$ cat config.mk
export PLATFORM = sky130hd
export DESIGN_NAME = quad_burst_sram
export DESIGN_NICKNAME = d
export VERILOG_FILES = /design/src/rtl/qbs_pkg.sv /design/src/rtl/qbs_burst_seq.sv /design/src/rtl/qbs_lane_array.sv /design/src/rtl/quad_burst_sram.sv
export SDC_FILE = /design/constraint.sdc
export NUM_CORES = 2
export LEC_CHECK = 0
export BUFFER_PORTS_ARGS = -buffer_cell sky130_fd_sc_hd__buf_2
export CELL_PAD_IN_SITES_DETAIL_PLACEMENT = 1
export CELL_PAD_IN_SITES_GLOBAL_PLACEMENT = 2
export CORE_MARGIN = 5
export CORE_UTILIZATION = 52
export CTS_BUF_LIST = sky130_fd_sc_hd__clkbuf_2
export CTS_CLUSTER_SIZE = 28
export DETAILED_ROUTE_END_ITERATION = 8
export PLACE_DENSITY_LB_ADDON = 0.1
export SLEW_MARGIN = 20
export SYNTH_ARGS = -nofsm -noshare
export SYNTH_HDL_FRONTEND = slang
export SYNTH_SLANG_ARGS = --single-unit
export TNS_END_PERCENT = 50
$ cat constraint.sdc
create_clock -name clk -period 3 [get_ports clk]
set_clock_uncertainty 0.2 [all_clocks]
set_input_delay 0.6 -clock clk [delete_from_list [all_inputs] [get_ports clk]]
set_output_delay 0.6 -clock clk [all_outputs]
set_load 0.02 [all_outputs]
$ cat src/rtl/qbs_pkg.sv
package qbs_pkg;
   // words moved by every command
   localparam int unsigned BURST_LEN = 4;
   // cycles from accept edge to the edge that arms the beat counter
   localparam int unsigned WR_LEAD = 1;
   localparam int unsigned RD_LEAD = 2;

   function automatic int unsigned lane_lo(input int unsigned lane, input int unsigned lane_w);
      return lane * lane_w;
   endfunction
endpackage

$ cat src/rtl/qbs_burst_seq.sv
module qbs_burst_seq #(
   parameter int unsigned AW   = 6,
   parameter int unsigned LEAD = 1,
   parameter int unsigned BLEN = 4
) (
   input  logic          clk,
   input  logic          rst_n,
   input  logic          k_pos,
   input  logic          cmd_n,
   input  logic [AW-1:0] addr,
   output logic          beat_en,
   output logic [AW-1:0] beat_addr
);
   localparam int unsigned LW = $clog2(LEAD + 1);
   localparam int unsigned CW = $clog2(BLEN + 1);

   if (LEAD < 1 || LEAD >= BLEN) begin : g_bad_lead
      $error("qbs_burst_seq: LEAD must be in 1..BLEN-1");
   end

   logic          lock_q;
   logic          acc;
   logic [AW-1:0] base_q;
   logic [AW-1:0] ptr_q;
   logic [LW-1:0] lead_q;
   logic [CW-1:0] left_q;

   assign acc       = k_pos & ~cmd_n & ~lock_q;
   assign beat_en   = (left_q != '0);
   assign beat_addr = ptr_q;

   always_ff @(posedge clk or negedge rst_n) begin
      if (!rst_n) begin
         lock_q <= 1'b0;
         base_q <= '0;
         ptr_q  <= '0;
         lead_q <= '0;
         left_q <= '0;
      end else begin
         if (k_pos) lock_q <= acc;
         if (acc) begin
            base_q <= addr;
            lead_q <= LW'(LEAD);
         end else if (lead_q != '0) begin
            lead_q <= lead_q - LW'(1);
         end
         if (lead_q == LW'(1)) begin
            ptr_q  <= base_q;
            left_q <= CW'(BLEN);
         end else if (left_q != '0) begin
            ptr_q  <= ptr_q + AW'(1);
            left_q <= left_q - CW'(1);
         end
      end
   end


   lockout_chk: assert property (@(posedge clk) disable iff (!rst_n)
      acc |=> !acc ##1 !acc);


   lead_time_chk: assert property (@(posedge clk) disable iff (!rst_n)
      acc |-> ##(LEAD + 1) beat_en);


   burst_len_chk: assert property (@(posedge clk) disable iff (!rst_n)
      $rose(beat_en) |=> beat_en ##1 beat_en ##1 beat_en);
endmodule

$ cat src/rtl/qbs_lane_array.sv
module qbs_lane_array #(
   parameter int unsigned AW     = 6,
   parameter int unsigned LANES  = 4,
   parameter int unsigned LANE_W = 9
) (
   input  logic                      clk,
   input  logic                      rst_n,
   input  logic                      wr_en,
   input  logic [AW-1:0]             wr_addr,
   input  logic [LANES*LANE_W-1:0]   wr_data,
   input  logic [LANES-1:0]          wr_be_n,
   input  logic                      rd_en,
   input  logic [AW-1:0]             rd_addr,
   output logic [LANES*LANE_W-1:0]   rd_data,
   output logic                      rd_valid
);
   import qbs_pkg::*;

   localparam int unsigned W     = LANES * LANE_W;
   localparam int unsigned DEPTH = 1 << AW;

   logic [W-1:0] merged;
   logic         same_addr;

   assign same_addr = (wr_addr == rd_addr);

   for (genvar g = 0; g < LANES; g++) begin : g_lane
      localparam int unsigned LO = lane_lo(g, LANE_W);
      logic [LANE_W-1:0] store [DEPTH];
      logic              lane_wr;

      assign lane_wr = wr_en & ~wr_be_n[g];

      always_ff @(posedge clk) begin
         if (lane_wr) store[wr_addr] <= wr_data[LO +: LANE_W];
      end

      assign merged[LO +: LANE_W] = (lane_wr && same_addr) ? wr_data[LO +: LANE_W]
                                                          : store[rd_addr];
   end

   always_ff @(posedge clk or negedge rst_n) begin
      if (!rst_n) begin
         rd_valid <= 1'b0;
         rd_data  <= '0;
      end else begin
         rd_valid <= rd_en;
         rd_data  <= rd_en ? merged : '0;
      end
   end


   fwd_lane0_chk: assert property (@(posedge clk) disable iff (!rst_n)
      (wr_en && !wr_be_n[0] && rd_en && same_addr)
         |=> rd_data[LANE_W-1:0] == $past(wr_data[LANE_W-1:0]));


   idle_zero_chk: assert property (@(posedge clk) disable iff (!rst_n)
      !rd_valid |-> rd_data == '0);
endmodule

$ cat src/rtl/quad_burst_sram.sv
module quad_burst_sram #(
   parameter int unsigned AW     = 6,
   parameter int unsigned LANES  = 4,
   parameter int unsigned LANE_W = 9
) (
   input  logic                    clk,
   input  logic                    rst_n,
   input  logic                    k_pos_i,
   input  logic                    rd_n_i,
   input  logic                    wr_n_i,
   input  logic [AW-1:0]           addr_i,
   input  logic [LANES*LANE_W-1:0] d_i,
   input  logic [LANES-1:0]        be_n_i,
   output logic [LANES*LANE_W-1:0] q_o,
   output logic                    q_oe_o
);
   import qbs_pkg::*;

   if (AW < 2 || AW > 12) begin : g_bad_aw
      $error("quad_burst_sram: AW must be in 2..12");
   end
   if (LANES < 1 || LANES > 8) begin : g_bad_lanes
      $error("quad_burst_sram: LANES must be in 1..8");
   end
   if (LANE_W < 1) begin : g_bad_lane_w
      $error("quad_burst_sram: LANE_W must be positive");
   end

   logic          wr_beat;
   logic [AW-1:0] wr_addr;
   logic          rd_beat;
   logic [AW-1:0] rd_addr;

   qbs_burst_seq #(.AW(AW), .LEAD(WR_LEAD), .BLEN(BURST_LEN)) u_wr_seq (
      .clk       (clk),
      .rst_n     (rst_n),
      .k_pos     (k_pos_i),
      .cmd_n     (wr_n_i),
      .addr      (addr_i),
      .beat_en   (wr_beat),
      .beat_addr (wr_addr)
   );

   qbs_burst_seq #(.AW(AW), .LEAD(RD_LEAD), .BLEN(BURST_LEN)) u_rd_seq (
      .clk       (clk),
      .rst_n     (rst_n),
      .k_pos     (k_pos_i),
      .cmd_n     (rd_n_i),
      .addr      (addr_i),
      .beat_en   (rd_beat),
      .beat_addr (rd_addr)
   );

   qbs_lane_array #(.AW(AW), .LANES(LANES), .LANE_W(LANE_W)) u_array (
      .clk      (clk),
      .rst_n    (rst_n),
      .wr_en    (wr_beat),
      .wr_addr  (wr_addr),
      .wr_data  (d_i),
      .wr_be_n  (be_n_i),
      .rd_en    (rd_beat),
      .rd_addr  (rd_addr),
      .rd_data  (q_o),
      .rd_valid (q_oe_o)
   );


   phase_alt_chk: assert property (@(posedge clk) disable iff (!rst_n)
      k_pos_i != $past(k_pos_i));


   oe_run_chk: assert property (@(posedge clk) disable iff (!rst_n)
      $rose(q_oe_o) |=> q_oe_o ##1 q_oe_o ##1 q_oe_o);


   neg_phase_idle_chk: assert property (@(posedge clk) disable iff (!rst_n)
      (!k_pos_i && !rd_beat) |=> !$rose(u_rd_seq.lead_q != '0));
endmodule

### Word level (Yosys, flattened, before mapping)

Memory sizes are Yosys's and may differ from the RTL's.
Index checks and enable logic that the tools add are counted.

* register bits: 72
* bits in latches: 0
* memory bits (writable): 2304
* ROM bits: 0
* input port bits: 51
* logic and storage cells: 75
* memories: 4

Memories
* u_array.g_lane[0].store: depth 64, width 9, rd ports 1, clocked after memory_dff 0, write ports 1, RTL line qbs_lane_array.sv:29 `logic [LANE_W-1:0] store [DEPTH];`
* u_array.g_lane[1].store: depth 64, width 9, rd ports 1, clocked after memory_dff 0, write ports 1, RTL line qbs_lane_array.sv:29
* u_array.g_lane[2].store: depth 64, width 9, rd ports 1, clocked after memory_dff 0, write ports 1, RTL line qbs_lane_array.sv:29
* u_array.g_lane[3].store: depth 64, width 9, rd ports 1, clocked after memory_dff 0, write ports 1, RTL line qbs_lane_array.sv:29

* $add $sub $neg: 6
* multipliers: 0
* div/mod/pow operators: 0
* $lt $le $gt $ge: 0
* equal/unequal tests: 2
* shifts and indexed selects: 0
* mux-type cells: 25
* bitwise gates (word level): 16
* reduce and logical (&&, ||, !) cells: 10

Operators with widths (number)
* 2-to-1 mux 36 bit: 1
* 2-to-1 mux 9 bit: 4
* 2-to-1 mux 6 bit: 4
* adder 6 x 1 -> 6 bit (second input constant): 2
* 2-to-1 mux 3 bit: 4
* 2-to-1 mux 1 bit: 10
* bitwise AND 1 bit: 8
* inverter 1 bit: 8
* nonzero test 2 bit: 4
* == test 6 bit: 1
* nonzero test 3 bit: 2
* subtractor 3 x 1 -> 3 bit (second input constant): 2
* logical AND 1 bit: 4
* 2-to-1 mux 2 bit: 2
* == test 2 x 1 -> 1 bit (second input constant): 1
* subtractor 2 x 1 -> 2 bit (second input constant): 1
* subtractor 1 bit (second input constant): 1

### Longest topological paths before layout

* word-level depth: 5
* depth in mapped cells: 12

### Cells and area by module

A second synthesis with hierarchy kept.

* cell total of the unflattened synthesis: 4523
* area, all modules: 92226.0 µm²

Modules (own cells, without submodules)
* qbs_lane_array: instances 1, cells an instance 4369, area each 90543.1 µm², sequential area each 70112.2 µm²
* qbs_burst_seq (u_rd_seq): instances 1, cells an instance 81, area each 885.8 µm², sequential area each 450.4 µm²
* qbs_burst_seq (u_wr_seq): instances 1, cells an instance 73, area each 797.0 µm², sequential area each 425.4 µm²

### Worst setup path before layout

No wires, ideal clock.

* path kind: register -> register
* start: register u_wr_seq.left_q[0]
* end: memory u_array.g_lane[3].store[10][0] (enable)
* library setup time: 0.374 ns
* arrival: 1.979 ns
* required time: 2.426 ns
* slack: 0.447 ns
* cell stages (with the launch flop): 8
* path buffers: 2
* period minus slack after synthesis: 2.553 ns
* cell sequence: dfrtp_1 > inv_1 > ha_1 > ha_1 > or2_2 > clkbuf_1 > buf_1 > nor2_1

* cells in the longest elaborated chain, start to end: 4

RTL lines
* start: declaration: RTL line qbs_burst_seq.sv:26 `logic [CW-1:0] left_q;`
* start signal: assignment: RTL line qbs_burst_seq.sv:49 `left_q <= CW'(BLEN);`
* start signal: assignment: RTL line qbs_burst_seq.sv:52 `left_q <= left_q - CW'(1);`
* nonzero test 3 bit: RTL line qbs_burst_seq.sv:29 `assign beat_en = (left_q != '0);`
* bitwise AND 1 bit: RTL line qbs_lane_array.sv:32 `assign lane_wr = wr_en & ~wr_be_n[g];`
* 2-to-1 mux 1 bit: RTL line qbs_lane_array.sv:35 `if (lane_wr) store[wr_addr] <= wr_data[LO +: LANE_W];`
* 2-to-1 mux 1 bit (not written as such): RTL line qbs_lane_array.sv:35
* end: declaration: RTL line qbs_lane_array.sv:29

No other way between the ends.

### Final worst setup path

* start: register u_array.rd_data[10]
* end: output q_o[10]

RTL lines
* start: declaration: RTL line qbs_lane_array.sv:14 `output logic [LANES*LANE_W-1:0] rd_data,`
* start signal: assignment: RTL line qbs_lane_array.sv:48 `rd_data <= rd_en ? merged : '0;`
* end: declaration: RTL line quad_burst_sram.sv:14 `output logic [LANES*LANE_W-1:0] q_o,`

No word-level cell between the ends.

==> flow_summary.toml <==
[status]
status = "finished, violations left"
violations = "negative setup slack"

[layout]
area_delta_synth_final_pct = 16.3
final_common_cell = "edfxtp_1"
nets = 5790
final_cell_mix = "2304 x edfxtp_1, 882 x clkbuf_2, 560 x buf_4"
drive_gt1_share_pct = 36.8
fin_area_um2 = 108000

[timing]
holdWs_ns = 0.276
fin_ws_ns = -0.349
final.setup.tns_ns = -8.79
tightest_slew_ns = 1.26
slew_headroom_pct = 16.1
slew_viol_final = 0
period_minus_slack_ns = 3.35
setup_violations = 37
post-route-period-util_pct = 112
max_freq_mhz = 299
rsz0062_at_grt = "true"
hold_viol_final = 0

[worst_setup_path]
r2r-start = "u_rd_seq.beat_addr[0]$_DFFE_PN0P_"
crit_end = "q_o[10]"
r2r-end = "u_array.rd_data[7]$_DFF_PN0_"
start_kind = "flop"
worstRegToRegCells = 8
worst-path-buf-inv = 1
crit_start = "u_array.rd_data[10]$_DFF_PN0_"
max_stage_delay_ns = 0.49
worstPathCellList = "buf_6"
path_depth = 1
critPathKind = "flop to output pin"
crit_family = "flip-flops"
crit_arrival_ns = 2.55
cp-end-kind = "output pin"
required_ns = 2.20
critPathMaxFanout = 1
crit_slowest_cell = "dfrtp_2"
r2r_setup_slack_ns = 0.02

[hold_path]
min-delay-path-class = "primary input to flop"

[clock_network]
tritoncts = "yes"
root_buffer = "clkbuf_2"
path_clk_slew_ns = 0.11
cts.sinks = 2376
clk_latency_ns = 1.90
cts_made_buffers = 609
clockBufferDepth = 4
cts_max_level = 6
post-cts-setup-buffers = 0

[drt]
drt-vias-per-instance = 6.11
remaining_drc_errors = 0
drt-initial-drc-count = 5833
detail-route-antenna-nets = 0
wl_mm = 284
first_pass_iters = 6
vias = 51900
wl_per_cell_um = 33.5

[synth]
netlist_instances = 4480
syn_nets = 4539
synth_area_leaders = "edfxtp_1 75%, mux4_2 12%, mux2i_1 3.5%, dfrtp_1 1.9%, nor2_1 1.2%"
synth.distinct_cells = 60
synth_top_area_share_pct = 74.7
synth_edf_count = 2304
syn-mean-instance-area_um2 = 20.7
synth_flop_cell = "edfxtp_1"
synth_warnings = 0
yosysSeqAreaShare_pct = 76.6
async_reset_ff_share_pct = 3.03
synth.ff_latch_count = 2376
yosys.area.top_type = "edfxtp_1"
syn_area_um2 = 92700

[global_route]
grtUsageTotal_pct = 30.7
grt_start_max_net_pins = 66
grt_pass1_wl_mm = 404
overflow = 0
antenna_found_initial = 13
first_global_vias = 55000

[floorplan]
die_h_um = 432
core_area_um2 = 178000
num_rows = 155
initial_core_util_pct = 52.1
io_pins = 88
die_x_um = 432
die_area_um2 = 187000

[pwr]
power.total_w = 0.0930
power_density_nw_per_um2 = 862
irDropWorstVdd_mv = 0.602
leakage_nw = 37.3

[placed_design]
dp_hpwl_mm = 182
globalplace.congestion = 0.862
io_buffers = 87
placed_cell_area_um2 = 100000

[job]
drv_cap = 0
logic make-up after synthesis:
group | Yosys count | share of synthesized area (%)
mux | 851 | 15.8
flops | 2376 | 76.6
fa+ha+maj | 8 | 0.108
xor+xnor | 19 | 0.180
compound gates | 407 | 2.99
buf+inv | 272 | 1.82
simple gates | 547 | 2.50
layer usage:
metal | part of all wire (%) | track usage [%] | up-vias
met4 | 4.0 | 12.8 | 16
met1 | 40 | 41.7 | 27600
met2 | 48 | 48.5 | 2521
met3 | 8.3 | 7.29 | 503
met5 | 0.034 | 0 | -
li1 | - | - | 21300
synthesized netlist by cell type, types with 13 or more instances:
cell         n
edfxtp_1  2304
mux4_2     484
mux2i_1    324
nor2_1     292
nand2_1    145
a21oi_1     87
clkbuf_1    76
dfrtp_1     72
buf_2       61
o21ai_0     61
buf_4       57
a22oi_1     54
o221ai_1    51
mux2_2      43
buf_6       32
nand3_1     31
o22ai_1     29
buf_1       26
a32oi_1     21
o211ai_1    21
o21ai_1     18
nor2b_1     14
a221oi_1    13
xor2_1      13
per-stage QoR:
step | setup WS (ns) | util, % | std cells
5_1_grt | -0.547 | 60.6 | 8488
6_report | -0.349 | 60.6 | 8491
4_1_cts | -0.632 | 60.5 | 8486
3_5_place_dp | -0.0964 | 56.4 | 7304
3_3_place_gp | -0.0606 | 56.4 | 7304
2_1_floorplan | 0.447 | - | 4480
what timing repair did:
item | 4_1_cts | 5_1_grt
hold endpoints to repair | 4733 | 0
hold buffers | 171 | 0
resized for setup | 75 | 31
endpoints found under the setup margin | 44 | 56
pin swaps | 0 | 1
gates cloned | 0 | 0
layout make-up:
type / instances / area [um2]
multi-input combinational: 1832 / 20100
inverter: 11 / 42.5
fill: 15700 / 70000
timing repair buffer: 901 / 8540
clock buffer: 882 / 4410
antenna: 5 / 12.5
tap: 2355 / 2950
sequential: 2376 / 71000
clock inverter: 129 / 684
worst min-delay path by stage:
stage,to,slack [ns],startpoint,depth (start not counted)
6_report,u_array.g_lane[1].store[57][3]$_DFFE_PP_,0.28,d_i[12],5
5_1_grt,u_array.g_lane[1].store[57][3]$_DFFE_PP_,0.13,d_i[12],5
2_1_floorplan,u_array.rd_data[0]$_DFF_PN0_,0.10,rst_n,0
3_3_place_gp,u_wr_seq.beat_addr[5]$_DFFE_PN0P_,0.27,u_wr_seq.base_q[5]$_DFFE_PN0P_,2
4_1_cts,u_array.g_lane[1].store[57][3]$_DFFE_PP_,0.004,d_i[12],5
3_5_place_dp,u_rd_seq.beat_addr[0]$_DFFE_PN0P_,0.27,u_rd_seq.base_q[0]$_DFFE_PN0P_,2
sequential cells by signal (all words and copies together) (netlist names):
| name | count |
|---|---|
| u_rd_seq.lock_q | 1 |
| u_rd_seq.base_q | 6 |
| u_wr_seq.lead_q | 1 |
| u_wr_seq.left_q | 3 |
| u_array.rd_data | 36 |
| u_array.g_lane.store | 2304 |
| u_wr_seq.lock_q | 1 |
| u_wr_seq.base_q | 6 |
| u_rd_seq.beat_addr | 6 |
| u_rd_seq.left_q | 3 |
| u_wr_seq.beat_addr | 6 |
| u_rd_seq.lead_q | 2 |
| u_array.rd_valid | 1 |
report_power, final:
part | internal, W | switching [W]
clock network | 0.00834 | 0.0130
registers | 0.0379 | 0.000925
logic | 0.0143 | 0.0186
Power figures use the tool's default switching activity.
